$ cat src/rtl/tmr8_pkg.sv
package tmr8_pkg;
  localparam int unsigned AW = 3;

  localparam logic [AW-1:0] A_CTRL = 3'd0;
  localparam logic [AW-1:0] A_CNT  = 3'd1;
  localparam logic [AW-1:0] A_CMPA = 3'd2;
  localparam logic [AW-1:0] A_CMPB = 3'd3;
  localparam logic [AW-1:0] A_FLAG = 3'd4;
  localparam logic [AW-1:0] A_MASK = 3'd5;

  localparam int unsigned FB_OVF = 0;
  localparam int unsigned FB_CMP = 1;

  typedef struct packed {
    logic       clr_on_match;
    logic       pwm_en;
    logic [1:0] omode;
    logic [3:0] csel;
  } ctrl_t;
endpackage

$ cat src/rtl/tmr8_rst_sync.sv
module tmr8_rst_sync (
  input  logic clk,
  input  logic rst_n,
  output logic rst_sync_n
);
  logic [1:0] sync_q;

  always_ff @(posedge clk or negedge rst_n) begin
    if (!rst_n) sync_q <= 2'b00;
    else        sync_q <= {sync_q[0], 1'b1};
  end

  assign rst_sync_n = sync_q[1];
endmodule

$ cat src/rtl/tmr8_regs.sv
module tmr8_regs
  import tmr8_pkg::*;
#(
  parameter int unsigned W = 8
) (
  input  logic          clk,
  input  logic          rst_n,
  input  logic          we,
  input  logic [AW-1:0] addr,
  input  logic [W-1:0]  wdata,
  input  logic [W-1:0]  cnt_q,
  input  logic          ovf_evt,
  input  logic          match_pend,
  output ctrl_t         ctrl_q,
  output logic [W-1:0]  cmpa_act_q,
  output logic [W-1:0]  cmpa_act_d,
  output logic [W-1:0]  cmpa_buf_q,
  output logic [W-1:0]  cmpb_q,
  output logic          ld_pend_q,
  output logic [W-1:0]  ld_val_q,
  output logic [1:0]    flag_q,
  output logic [1:0]    mask_q,
  output logic [W-1:0]  rdata
);
  logic wr_ctrl, wr_cnt, wr_cmpa, wr_cmpb, wr_flag, wr_mask;
  ctrl_t        ctrl_d;
  logic [W-1:0] cmpa_buf_d, cmpb_d, ld_val_d;
  logic         ld_pend_d;
  logic [1:0]   flag_d, mask_d, clr_bits, set_bits;

  always_comb begin
    wr_ctrl = we && (addr == A_CTRL);
    wr_cnt  = we && (addr == A_CNT);
    wr_cmpa = we && (addr == A_CMPA);
    wr_cmpb = we && (addr == A_CMPB);
    wr_flag = we && (addr == A_FLAG);
    wr_mask = we && (addr == A_MASK);

    ctrl_d     = wr_ctrl ? ctrl_t'(wdata[7:0]) : ctrl_q;
    cmpb_d     = wr_cmpb ? wdata : cmpb_q;
    mask_d     = wr_mask ? wdata[1:0] : mask_q;
    cmpa_buf_d = wr_cmpa ? wdata : cmpa_buf_q;

    // Duty commit: follows the buffer outside PWM, only at the wrap inside it.
    if (!ctrl_q.pwm_en || ovf_evt) cmpa_act_d = cmpa_buf_q;
    else                           cmpa_act_d = cmpa_act_q;

    ld_pend_d = wr_cnt;
    ld_val_d  = wr_cnt ? wdata : ld_val_q;

    clr_bits = wr_flag ? wdata[1:0] : 2'b00;
    set_bits = '0;
    set_bits[FB_OVF] = ovf_evt;
    set_bits[FB_CMP] = match_pend;
    flag_d = (flag_q & ~clr_bits) | set_bits;

    case (addr)
      A_CTRL:  rdata = W'(ctrl_q);
      A_CNT:   rdata = cnt_q;
      A_CMPA:  rdata = cmpa_buf_q;
      A_CMPB:  rdata = cmpb_q;
      A_FLAG:  rdata = W'(flag_q);
      A_MASK:  rdata = W'(mask_q);
      default: rdata = '0;
    endcase
  end

  always_ff @(posedge clk or negedge rst_n) begin
    if (!rst_n) begin
      ctrl_q     <= '0;
      cmpa_act_q <= '0;
      cmpa_buf_q <= '0;
      cmpb_q     <= '0;
      ld_pend_q  <= 1'b0;
      ld_val_q   <= '0;
      flag_q     <= '0;
      mask_q     <= '0;
    end else begin
      ctrl_q     <= ctrl_d;
      cmpa_act_q <= cmpa_act_d;
      cmpa_buf_q <= cmpa_buf_d;
      cmpb_q     <= cmpb_d;
      ld_pend_q  <= ld_pend_d;
      ld_val_q   <= ld_val_d;
      flag_q     <= flag_d;
      mask_q     <= mask_d;
    end
  end
endmodule

$ cat src/rtl/tmr8_core.sv
module tmr8_core #(
  parameter int unsigned W  = 8,
  parameter int unsigned CW = 4
) (
  input  logic          clk,
  input  logic          rst_n,
  input  logic          tick,
  input  logic [CW-1:0] csel,
  input  logic          ctc_en,
  input  logic          pwm_en,
  input  logic [W-1:0]  top,
  input  logic [W-1:0]  cmpa_d,
  input  logic          ld_pend,
  input  logic [W-1:0]  ld_val,
  output logic [W-1:0]  cnt_q,
  output logic [W-1:0]  cnt_d,
  output logic          step,
  output logic          ovf_evt,
  output logic          match_pend_q
);
  localparam logic [W-1:0] CNT_MAX = {W{1'b1}};

  logic run, ctc_clr, at_top, match_d;

  always_comb begin
    run     = (csel != '0);
    ctc_clr = match_pend_q && ctc_en && !pwm_en && !ld_pend;
    step    = tick && run && !ld_pend && !ctc_clr;
    at_top  = pwm_en ? (cnt_q >= top) : (cnt_q == CNT_MAX);
    ovf_evt = step && at_top;

    if (ld_pend)      cnt_d = ld_val;
    else if (ctc_clr) cnt_d = '0;
    else if (step)    cnt_d = at_top ? '0 : cnt_q + W'(1);
    else              cnt_d = cnt_q;

    // Only a real count step can land on the compare value.
    match_d = step && (cnt_d == cmpa_d);
  end

  always_ff @(posedge clk or negedge rst_n) begin
    if (!rst_n) begin
      cnt_q        <= '0;
      match_pend_q <= 1'b0;
    end else begin
      cnt_q        <= cnt_d;
      match_pend_q <= match_d;
    end
  end
endmodule

$ cat src/rtl/tmr8_wave.sv
module tmr8_wave #(
  parameter int unsigned W = 8
) (
  input  logic         clk,
  input  logic         rst_n,
  input  logic         pwm_en,
  input  logic [1:0]   omode,
  input  logic [W-1:0] cnt_d,
  input  logic [W-1:0] cmpa_d,
  input  logic [W-1:0] top,
  input  logic         match_pend,
  output logic         wave_out
);
  logic out_q, out_d, lvl, drive;

  always_comb begin
    if (cmpa_d == '0)       lvl = 1'b0;
    else if (cmpa_d >= top) lvl = 1'b1;
    else                    lvl = (cnt_d < cmpa_d);

    out_d = out_q;
    if (pwm_en) begin
      out_d = lvl ^ omode[0];
    end else if (match_pend) begin
      case (omode)
        2'b01:   out_d = ~out_q;
        2'b10:   out_d = 1'b0;
        2'b11:   out_d = 1'b1;
        default: out_d = out_q;
      endcase
    end

    drive = pwm_en ? omode[1] : (omode != 2'b00);
  end

  always_ff @(posedge clk or negedge rst_n) begin
    if (!rst_n) out_q <= 1'b0;
    else        out_q <= out_d;
  end

  assign wave_out = drive & out_q;
endmodule

$ cat src/rtl/tmr8_cmp_pwm.sv
module tmr8_cmp_pwm
  import tmr8_pkg::*;
#(
  parameter int unsigned W = 8
) (
  input  logic          clk,
  input  logic          rst_n,
  input  logic          cnt_tick,
  input  logic          reg_we,
  input  logic [AW-1:0] reg_addr,
  input  logic [W-1:0]  reg_wdata,
  output logic [W-1:0]  reg_rdata,
  output logic          wave_out,
  output logic          irq_ovf,
  output logic          irq_cmp
);
  localparam int unsigned CW = $bits(ctrl_t) - 4;

  logic         rst_sync_n;
  ctrl_t        ctrl_q;
  logic [W-1:0] cmpa_act_q, cmpa_act_d, cmpa_buf_q, cmpb_q, ld_val_q;
  logic [W-1:0] cnt_q, cnt_d;
  logic         ld_pend_q, step, ovf_evt, match_pend_q;
  logic [1:0]   flag_q, mask_q;

  tmr8_rst_sync u_rst (
    .clk        (clk),
    .rst_n      (rst_n),
    .rst_sync_n (rst_sync_n)
  );

  tmr8_regs #(.W(W)) u_regs (
    .clk        (clk),
    .rst_n      (rst_sync_n),
    .we         (reg_we),
    .addr       (reg_addr),
    .wdata      (reg_wdata),
    .cnt_q      (cnt_q),
    .ovf_evt    (ovf_evt),
    .match_pend (match_pend_q),
    .ctrl_q     (ctrl_q),
    .cmpa_act_q (cmpa_act_q),
    .cmpa_act_d (cmpa_act_d),
    .cmpa_buf_q (cmpa_buf_q),
    .cmpb_q     (cmpb_q),
    .ld_pend_q  (ld_pend_q),
    .ld_val_q   (ld_val_q),
    .flag_q     (flag_q),
    .mask_q     (mask_q),
    .rdata      (reg_rdata)
  );

  tmr8_core #(.W(W), .CW(CW)) u_core (
    .clk          (clk),
    .rst_n        (rst_sync_n),
    .tick         (cnt_tick),
    .csel         (ctrl_q.csel),
    .ctc_en       (ctrl_q.clr_on_match),
    .pwm_en       (ctrl_q.pwm_en),
    .top          (cmpb_q),
    .cmpa_d       (cmpa_act_d),
    .ld_pend      (ld_pend_q),
    .ld_val       (ld_val_q),
    .cnt_q        (cnt_q),
    .cnt_d        (cnt_d),
    .step         (step),
    .ovf_evt      (ovf_evt),
    .match_pend_q (match_pend_q)
  );

  tmr8_wave #(.W(W)) u_wave (
    .clk        (clk),
    .rst_n      (rst_sync_n),
    .pwm_en     (ctrl_q.pwm_en),
    .omode      (ctrl_q.omode),
    .cnt_d      (cnt_d),
    .cmpa_d     (cmpa_act_d),
    .top        (cmpb_q),
    .match_pend (match_pend_q),
    .wave_out   (wave_out)
  );

  assign irq_ovf = flag_q[FB_OVF] & mask_q[FB_OVF];
  assign irq_cmp = flag_q[FB_CMP] & mask_q[FB_CMP];
endmodule

$ cat config.mk
export PLATFORM = sky130hd
export DESIGN_NAME = tmr8_cmp_pwm
export DESIGN_NICKNAME = d
export VERILOG_FILES = /design/src/rtl/tmr8_pkg.sv /design/src/rtl/tmr8_rst_sync.sv /design/src/rtl/tmr8_regs.sv /design/src/rtl/tmr8_core.sv /design/src/rtl/tmr8_wave.sv /design/src/rtl/tmr8_cmp_pwm.sv
export SDC_FILE = /design/constraint.sdc
export NUM_CORES = 1
export LEC_CHECK = 0
export BUFFER_PORTS_ARGS = -buffer_cell sky130_fd_sc_hd__buf_2
export CAP_MARGIN = 5
export CORE_MARGIN = 4
export CORE_UTILIZATION = 50
export CTS_BUF_LIST = sky130_fd_sc_hd__clkbuf_4 sky130_fd_sc_hd__clkbuf_8 sky130_fd_sc_hd__clkbuf_16
export DETAILED_ROUTE_END_ITERATION = 16
export PLACE_DENSITY = 0.79
export SYNTH_ARGS = -nofsm -noshare
export SYNTH_HDL_FRONTEND = slang
export SYNTH_SLANG_ARGS = --single-unit
$ cat constraint.sdc
create_clock -name clk -period 3.2 [get_ports clk]
set_input_delay 0.48 -clock clk [delete_from_list [all_inputs] [get_ports clk]]
set_output_delay 0.48 -clock clk [all_outputs]
set_load 0.05 [all_outputs]
Yosys cells after proc, flatten, opt, wreduce, memory -nomap -nowiden:

Cells that the tools add are included.

* latch bits: 0
* output and inout bits: 11
* register bits: 57
* memories kept: 0
* memory bits (writable): 0
* ROM bits: 0
* bits of input ports: 15

* muxes and demuxes: 14
* eq/ne operators: 10
* multiply operators: 0
* add/subtract/negate cells: 1
* div/mod/pow operators: 0
* shift operators: 0
* bitwise logic cells: 8
* reductions and logical operators: 25
* magnitude comparators: 3

Operator list (count)
* 8-bit case mux with 6 select lines: 1
* 8-bit 2-to-1 mux: 5
* 8-bit >= comparator: 2
* 1-bit logical AND: 14
* 8-bit by 1-bit adder with 8-bit output (second input constant): 1
* 8-bit == test: 1
* 8-bit == test (second input constant): 1
* 8-bit logical NOT: 1
* 8-bit less-than comparator: 1
* 4-bit nonzero test: 2
* 3-bit by 2-bit == test with 1-bit output (second input constant): 2
* 3-bit == test (second input constant): 2
* 1-bit 2-to-1 mux: 6
* 2-bit == test (second input constant): 2
* 2-bit nonzero test: 2
* 1-bit AND: 3
* 3-bit by 1-bit == test with 1-bit output (second input constant): 1
* 1-bit logical NOT: 3
* 3-bit logical NOT: 1
* 1-bit case mux with 3 select lines: 1
* 2-bit AND: 1
* 2-bit by 1-bit == test with 1-bit output (second input constant): 1
* 2-bit 2-to-1 mux: 1
* 2-bit NOT: 1
* 5 further kinds: 5

Depth between registers and ports, before layout:

* depth in word-level cells: 13
* depth in mapped cells: 18

By module:

Synthesis repeated with hierarchy kept, for this count alone.

* cell total of the unflattened synthesis: 313
* area total of the unflattened synthesis: 3613.5 um2

By module, submodules not included
* tmr8_regs: sequential area each 1126.1 um2, area each 2045.7 um2, cells each 130, times used 1
* tmr8_core: sequential area each 225.2 um2, area each 1027.2 um2, cells each 115, times used 1
* tmr8_wave: sequential area each 25.0 um2, area each 474.2 um2, cells each 63, times used 1
* tmr8_rst_sync: sequential area each 50.0 um2, area each 53.8 um2, cells each 3, times used 1
* tmr8_cmp_pwm: sequential area each 0.0 um2, area each 12.5 um2, cells each 2, times used 1

Least setup slack after synthesis:

Ideal clock, no wire load.

* path kind: flip-flop to flip-flop
* start point: register u_core.cnt_q[0]
* end point: register u_wave.out_q
* clock period less this slack: 3691 ps
* setup slack: -491 ps
* data arrival time: 3554 ps
* cell stages (with the launch flop): 17
* path buffers: 1
* path through: dfrtp_1 -> inv_1 -> ha_1 -> nand2b_4 -> a2111oi_4 -> o21a_2 -> buf_6 -> o21ai_4 -> mux2_2 -> ha_1 -> a21oi_1 -> nor2_1 -> a211o_1 -> a2111oi_0 -> nor3_1 -> a2111oi_0 -> nor3b_1

* elaborated cells on any way between the ends: 18

RTL lines
* start: declaration: RTL line tmr8_core.sv:15 `output logic [W-1:0] cnt_q,`
* start signal: assignment: RTL line tmr8_core.sv:46 `cnt_q <= cnt_d;`
* 8-bit >= comparator or 8-bit == test (tied branches): RTL line tmr8_core.sv:29 `at_top = pwm_en ? (cnt_q >= top) : (cnt_q == CNT_MAX);`
* 1-bit 2-to-1 mux *: RTL line tmr8_core.sv:29
* 1-bit logical AND *: RTL line tmr8_core.sv:30 `ovf_evt = step && at_top;`
* 1-bit logical OR *: RTL line tmr8_regs.sv:45 `if (!ctrl_q.pwm_en || ovf_evt) cmpa_act_d = cmpa_buf_q;`
* 8-bit 2-to-1 mux *: RTL line tmr8_regs.sv:45
* named net cmpa_act_d[4]: RTL line tmr8_cmp_pwm.sv:21 `logic [W-1:0] cmpa_act_q, cmpa_act_d, cmpa_buf_q, cmpb_q, ld_val_q;`
* 8-bit less-than comparator or 8-bit >= comparator (tied branches): RTL line tmr8_wave.sv:19, tmr8_wave.sv:18
* 1-bit 2-to-1 mux: RTL line tmr8_wave.sv:18 `else if (cmpa_d >= top) lvl = 1'b1;`
* 1-bit 2-to-1 mux *: RTL line tmr8_wave.sv:17 `if (cmpa_d == '0) lvl = 1'b0;`
* 1-bit XOR *: RTL line tmr8_wave.sv:23 `out_d = lvl ^ omode[0];`
* 1-bit 2-to-1 mux *: RTL line tmr8_wave.sv:22 `if (pwm_en) begin`
* end signal: assignment: RTL line tmr8_wave.sv:38 `else out_q <= out_d;`
* end: declaration: RTL line tmr8_wave.sv:14 `logic out_q, out_d, lvl, drive;`

Mark *: on every way through the listed nets, which the timed path passes. The rest lies on a longest branch.
A chain may end at the register's enable or synchronous reset.

Worst setup path after layout:

* start point: register u_regs.cmpb_q[5]
* end point: register u_wave.out_q

* elaborated cells on any way between the ends: 16

RTL lines
* start: declaration: RTL line tmr8_regs.sv:18 `output logic [W-1:0] cmpb_q,`
* start signal: assignment: RTL line tmr8_regs.sv:82 `cmpb_q <= cmpb_d;`
* 8-bit >= comparator *: RTL line tmr8_core.sv:29
* 1-bit 2-to-1 mux *: RTL line tmr8_core.sv:29
* 1-bit logical AND *: RTL line tmr8_core.sv:30
* 1-bit logical OR *: RTL line tmr8_regs.sv:45
* 8-bit 2-to-1 mux *: RTL line tmr8_regs.sv:45
* named net cmpa_act_d[6]: RTL line tmr8_cmp_pwm.sv:21
* 8-bit less-than comparator or 8-bit >= comparator (tied branches): RTL line tmr8_wave.sv:19, tmr8_wave.sv:18
* 1-bit 2-to-1 mux: RTL line tmr8_wave.sv:18
* 1-bit 2-to-1 mux *: RTL line tmr8_wave.sv:17
* 1-bit XOR *: RTL line tmr8_wave.sv:23
* 1-bit 2-to-1 mux *: RTL line tmr8_wave.sv:22

Marks and branches as above.

==> summary.md <==
| Metric | Value |
|---|---|
| Status | `complete, but fails checks` |
| Failing checks | `setup timing` |
| Endpoints failing setup | `2` |
| CP Cell Sequence | `inv_2, ha_1, o211ai_1, nand2_1, nand2_1, o21ai_4, mux2i_2, inv_2, ha_4, a21o_1, a211o_4, or2_4, o22ai_2, nor3_2, a221o_1, nor3b_2` |
| Die width | `91.6 µm` |
| Clock slew at reported path FFs | `70 ps` |
| CP top delay family | `compound AO/OA/AOI/OAI gates` |
| Critical Path AT | `3900 ps` |
| Met2 GRT Util | `40.9%` |
| Area share of the largest cell type after synthesis | `40.8%` |
| WP data required | `3480 ps` |
| Post-Synthesis Mean Instance Area | `10.9 µm²` |
| Largest net degree at the start of global routing | `41` |
| Routing usage on met3 | `6.56%` |
| Drt initial violations | `289` |
| Total Power | `4.45 mW` |
| Post-synth cell types | `57` |
| Max_cap viols | `0` |
| Detailed Place HPWL | `7260 µm` |
| Hold Crit Class | `register to register` |
| WHS | `361 ps` |
| Worst clock skew | `14.4 ps` |
| Crit path capture type | `register` |
| Syn Inst Count | `322` |
| Most common cell in the netlist | `dfrtp_1` |
| Sw Share | `41.3%` |
| Total GRT Usage | `24.9%` |
| Initial Utilization | `51.5%` |
| Worst-case clock buffer depth | `2` |
| Share of flip-flops with an asynchronous set or reset | `100%` |
| Power Density | `939 mW/mm²` |
| Clock latency on the worst-skew pair | `370 ps` |
| Slew margin rel. | `37.3%` |
| GRT overflow | `0` |
| Final min period | `3620 ps` |
| Initial antenna violation count | `0` |
| Met1 GRT Util | `29.3%` |
| Drt drc | `0` |
| PortBufs | `25` |
| First-pass GRT wire length | `16000 µm` |
| Clock share of power | `15.7%` |
| Final instance area | `0.00474 mm²` |
| Avg WL per Cell | `21.7 µm` |
| DR vias | `3225` |
| Leakage | `2.13 nW` |
| CP Class | `register to register` |
| Most used flip-flop cell after synthesis | `dfrtp_1` |
| Max Freq | `276 MHz` |
| Int Pwr | `2.61 mW` |
| Sequential share of power | `25.8%` |
| P_sw | `1.84 mW` |
| CP Buf/Inv Count | `2` |
| Rows | `30` |
| Die area | `0.00840 mm²` |
| Syn. warnings | `0` |
| Seq cells post-synth | `57` |
| Inst Count DP | `491` |
| Final RePlAce weighted congestion | `0.932` |
| H-tree depth | `3` |
| Final Hold Fails | `0` |
| Combinational Power Share | `58.5%` |
| Synth-to-Final Area Change | `35.5%` |
| Layout cells sized above 1 | `48.7%` |
| Core region area | `0.00679 mm²` |
| Maximum vdd drop | `0.000511 V` |
| Sink Count | `57` |
| Leading area contributor after synthesis | `dfrtp_1` |
| Synth top area cells | `dfrtp_1, mux2_2, ha_1` |
| Worst slew pin tran | `940 ps` |
| Post-synthesis sequential area ratio | `40.8%` |
| CTS Buf Count | `9` |
| RSZ-0062 raised after global routing | `yes` |
| Final setup TNS | `-448 ps` |
| CTS tree | `built` |
| Synthesized Nets | `360` |
| Crit Path Max Fanout | `6` |
| Final Cycle Share | `113%` |
| Synth top cells by count | `dfrtp_1, nand2_1, mux2_2, ha_1` |
| Die Ht | `91.6 µm` |
| Routed vias/inst | `6.17` |
| Final WS setup | `-421 ps` |
| Slew Limit Fails | `0` |
| Antenna viol nets, final | `0` |
| EDFF count, synth | `0` |
| Antenna Diode Count | `0` |
| End-of-flow core utilization | `69.8%` |
| Root buf cell | `clkbuf_8` |
| First-pass detailed-route iteration total | `5` |
| Max incr delay on CP | `380 ps` |
| I/O pin total | `26` |
| Setup crit start kind | `register` |
| Syn Std Cell Area | `0.00350 mm²` |
| Final Net Count | `460` |
| Place WS | `-467 ps` |
| FILL cells | `448` |
| GRT busiest layer | `met2` |
| Vias in the first global route | `3145` |
| Placed inst area | `0.00417 mm²` |
| Fin cells | `523` |
| Final wirelength | `11400 µm` |
| Critical-path top delay cell | `dfrtp_1` |
## layout make-up
class | count | area [µm²] | area share (%)
multi-input cells | 232 | 2220 | 46.8
flip-flops and latches | 57 | 1430 | 30.1
repair buffers | 100 | 691 | 14.6
clock buffers | 11 | 145 | 3.06
well taps | 96 | 120 | 2.53
inverters | 22 | 82.6 | 1.74
clock inverters | 5 | 55.1 | 1.16
## sequential cells by signal (all words and copies together) (netlist names)
signal               cells
u_regs.cmpa_buf_q        8
u_wave.out_q             1
u_regs.cmpa_act_q        8
u_rst.sync_q             2
u_regs.mask_q            2
u_regs.cmpb_q            8
u_core.cnt_q             8
u_regs.ld_pend_q         1
u_core.match_pend_q      1
u_regs.ctrl_q            8
u_regs.ld_val_q          8
u_regs.flag_q            2
## placed cells by master, fill, tap and decap left out, types with 7 or more instances in the layout
cell / count
buf_4: 74
inv_1: 17
clkbuf_8: 10
mux4_2: 7
o21ai_0: 15
buf_2: 25
ha_4: 10
nor2_1: 11
ha_1: 13
and2_1: 9
mux2_2: 32
nand2_1: 35
dfrtp_1: 56
## power groups by stage
stage	sequential, mW	clock (mW)	combinational, mW
after floorplan	1.10	0	1.25
after global placement	1.11	0	1.90
after detailed placement	1.12	0	1.96
after CTS	1.12	0.696	2.16
after global routing	1.16	0.745	2.76
final	1.15	0.698	2.60
## worst reg2reg max path: stages (launching register included)
cell,delay (ps)
dfrtp_1,380
inv_2,70
ha_1,290
o211ai_1,160
nand2_1,130
nand2_1,100
o21ai_4,330
mux2i_2,320
inv_2,90
ha_4,220
a21o_1,170
a211o_4,370
or2_4,240
o22ai_2,110
nor3_2,70
a221o_1,350
nor3b_2,150
## final timing paths
check / startpoint / endpoint / slack, ps / cells past startpoint
setup / recovery: u_regs.cmpb_q[5]$_DFFE_PN0P_ / u_wave.out_q$_DFFE_PN0P_ / -420 / 16
hold / removal: u_rst.sync_q[0]$_DFF_PN0_ / u_rst.sync_q[1]$_DFF_PN0_ / 360 / 0
setup reg to reg: u_regs.cmpb_q[5]$_DFFE_PN0P_ / u_wave.out_q$_DFFE_PN0P_ / -420 / 16
hold reg to reg: u_rst.sync_q[0]$_DFF_PN0_ / u_rst.sync_q[1]$_DFF_PN0_ / 360 / 0
max in group asynchronous: u_rst.sync_q[1]$_DFF_PN0_ / u_regs.cmpb_q[1]$_DFFE_PN0P_ / 2010 / 1
min in group asynchronous: u_rst.sync_q[1]$_DFF_PN0_ / u_regs.ctrl_q[3]$_DFFE_PN0P_ / 420 / 0
## per-layer routing
metal  vias to the layer above  share of wire [%]
met1                      1585                 36
met4                         0                6.1
met2                       199                 49
met3                        65                8.4
met5                         -                  0
li1                       1376                  -
## logic make-up after synthesis
kind of cell	synth area share [%]
other	0.107
XOR/XNOR	1.75
multiplexers	16.7
flip-flops	40.8
buffers and inverters	4.26
adder cells (fa/ha/maj)	8.23
AO/OA/AOI/OAI	14.6
AND/OR/NAND/NOR	13.5
## repair_timing
item                                   in CTS  in global routing
gates cloned                                0                  0
setup endpoints to repair                   2                  2
resized for setup                          18                 30
buffers inserted                            6                  9
hold buffers                                1                  0
pin swaps                                   7                 20
endpoints found under the hold margin       2                  0
(Power assumes the default switching activity.)
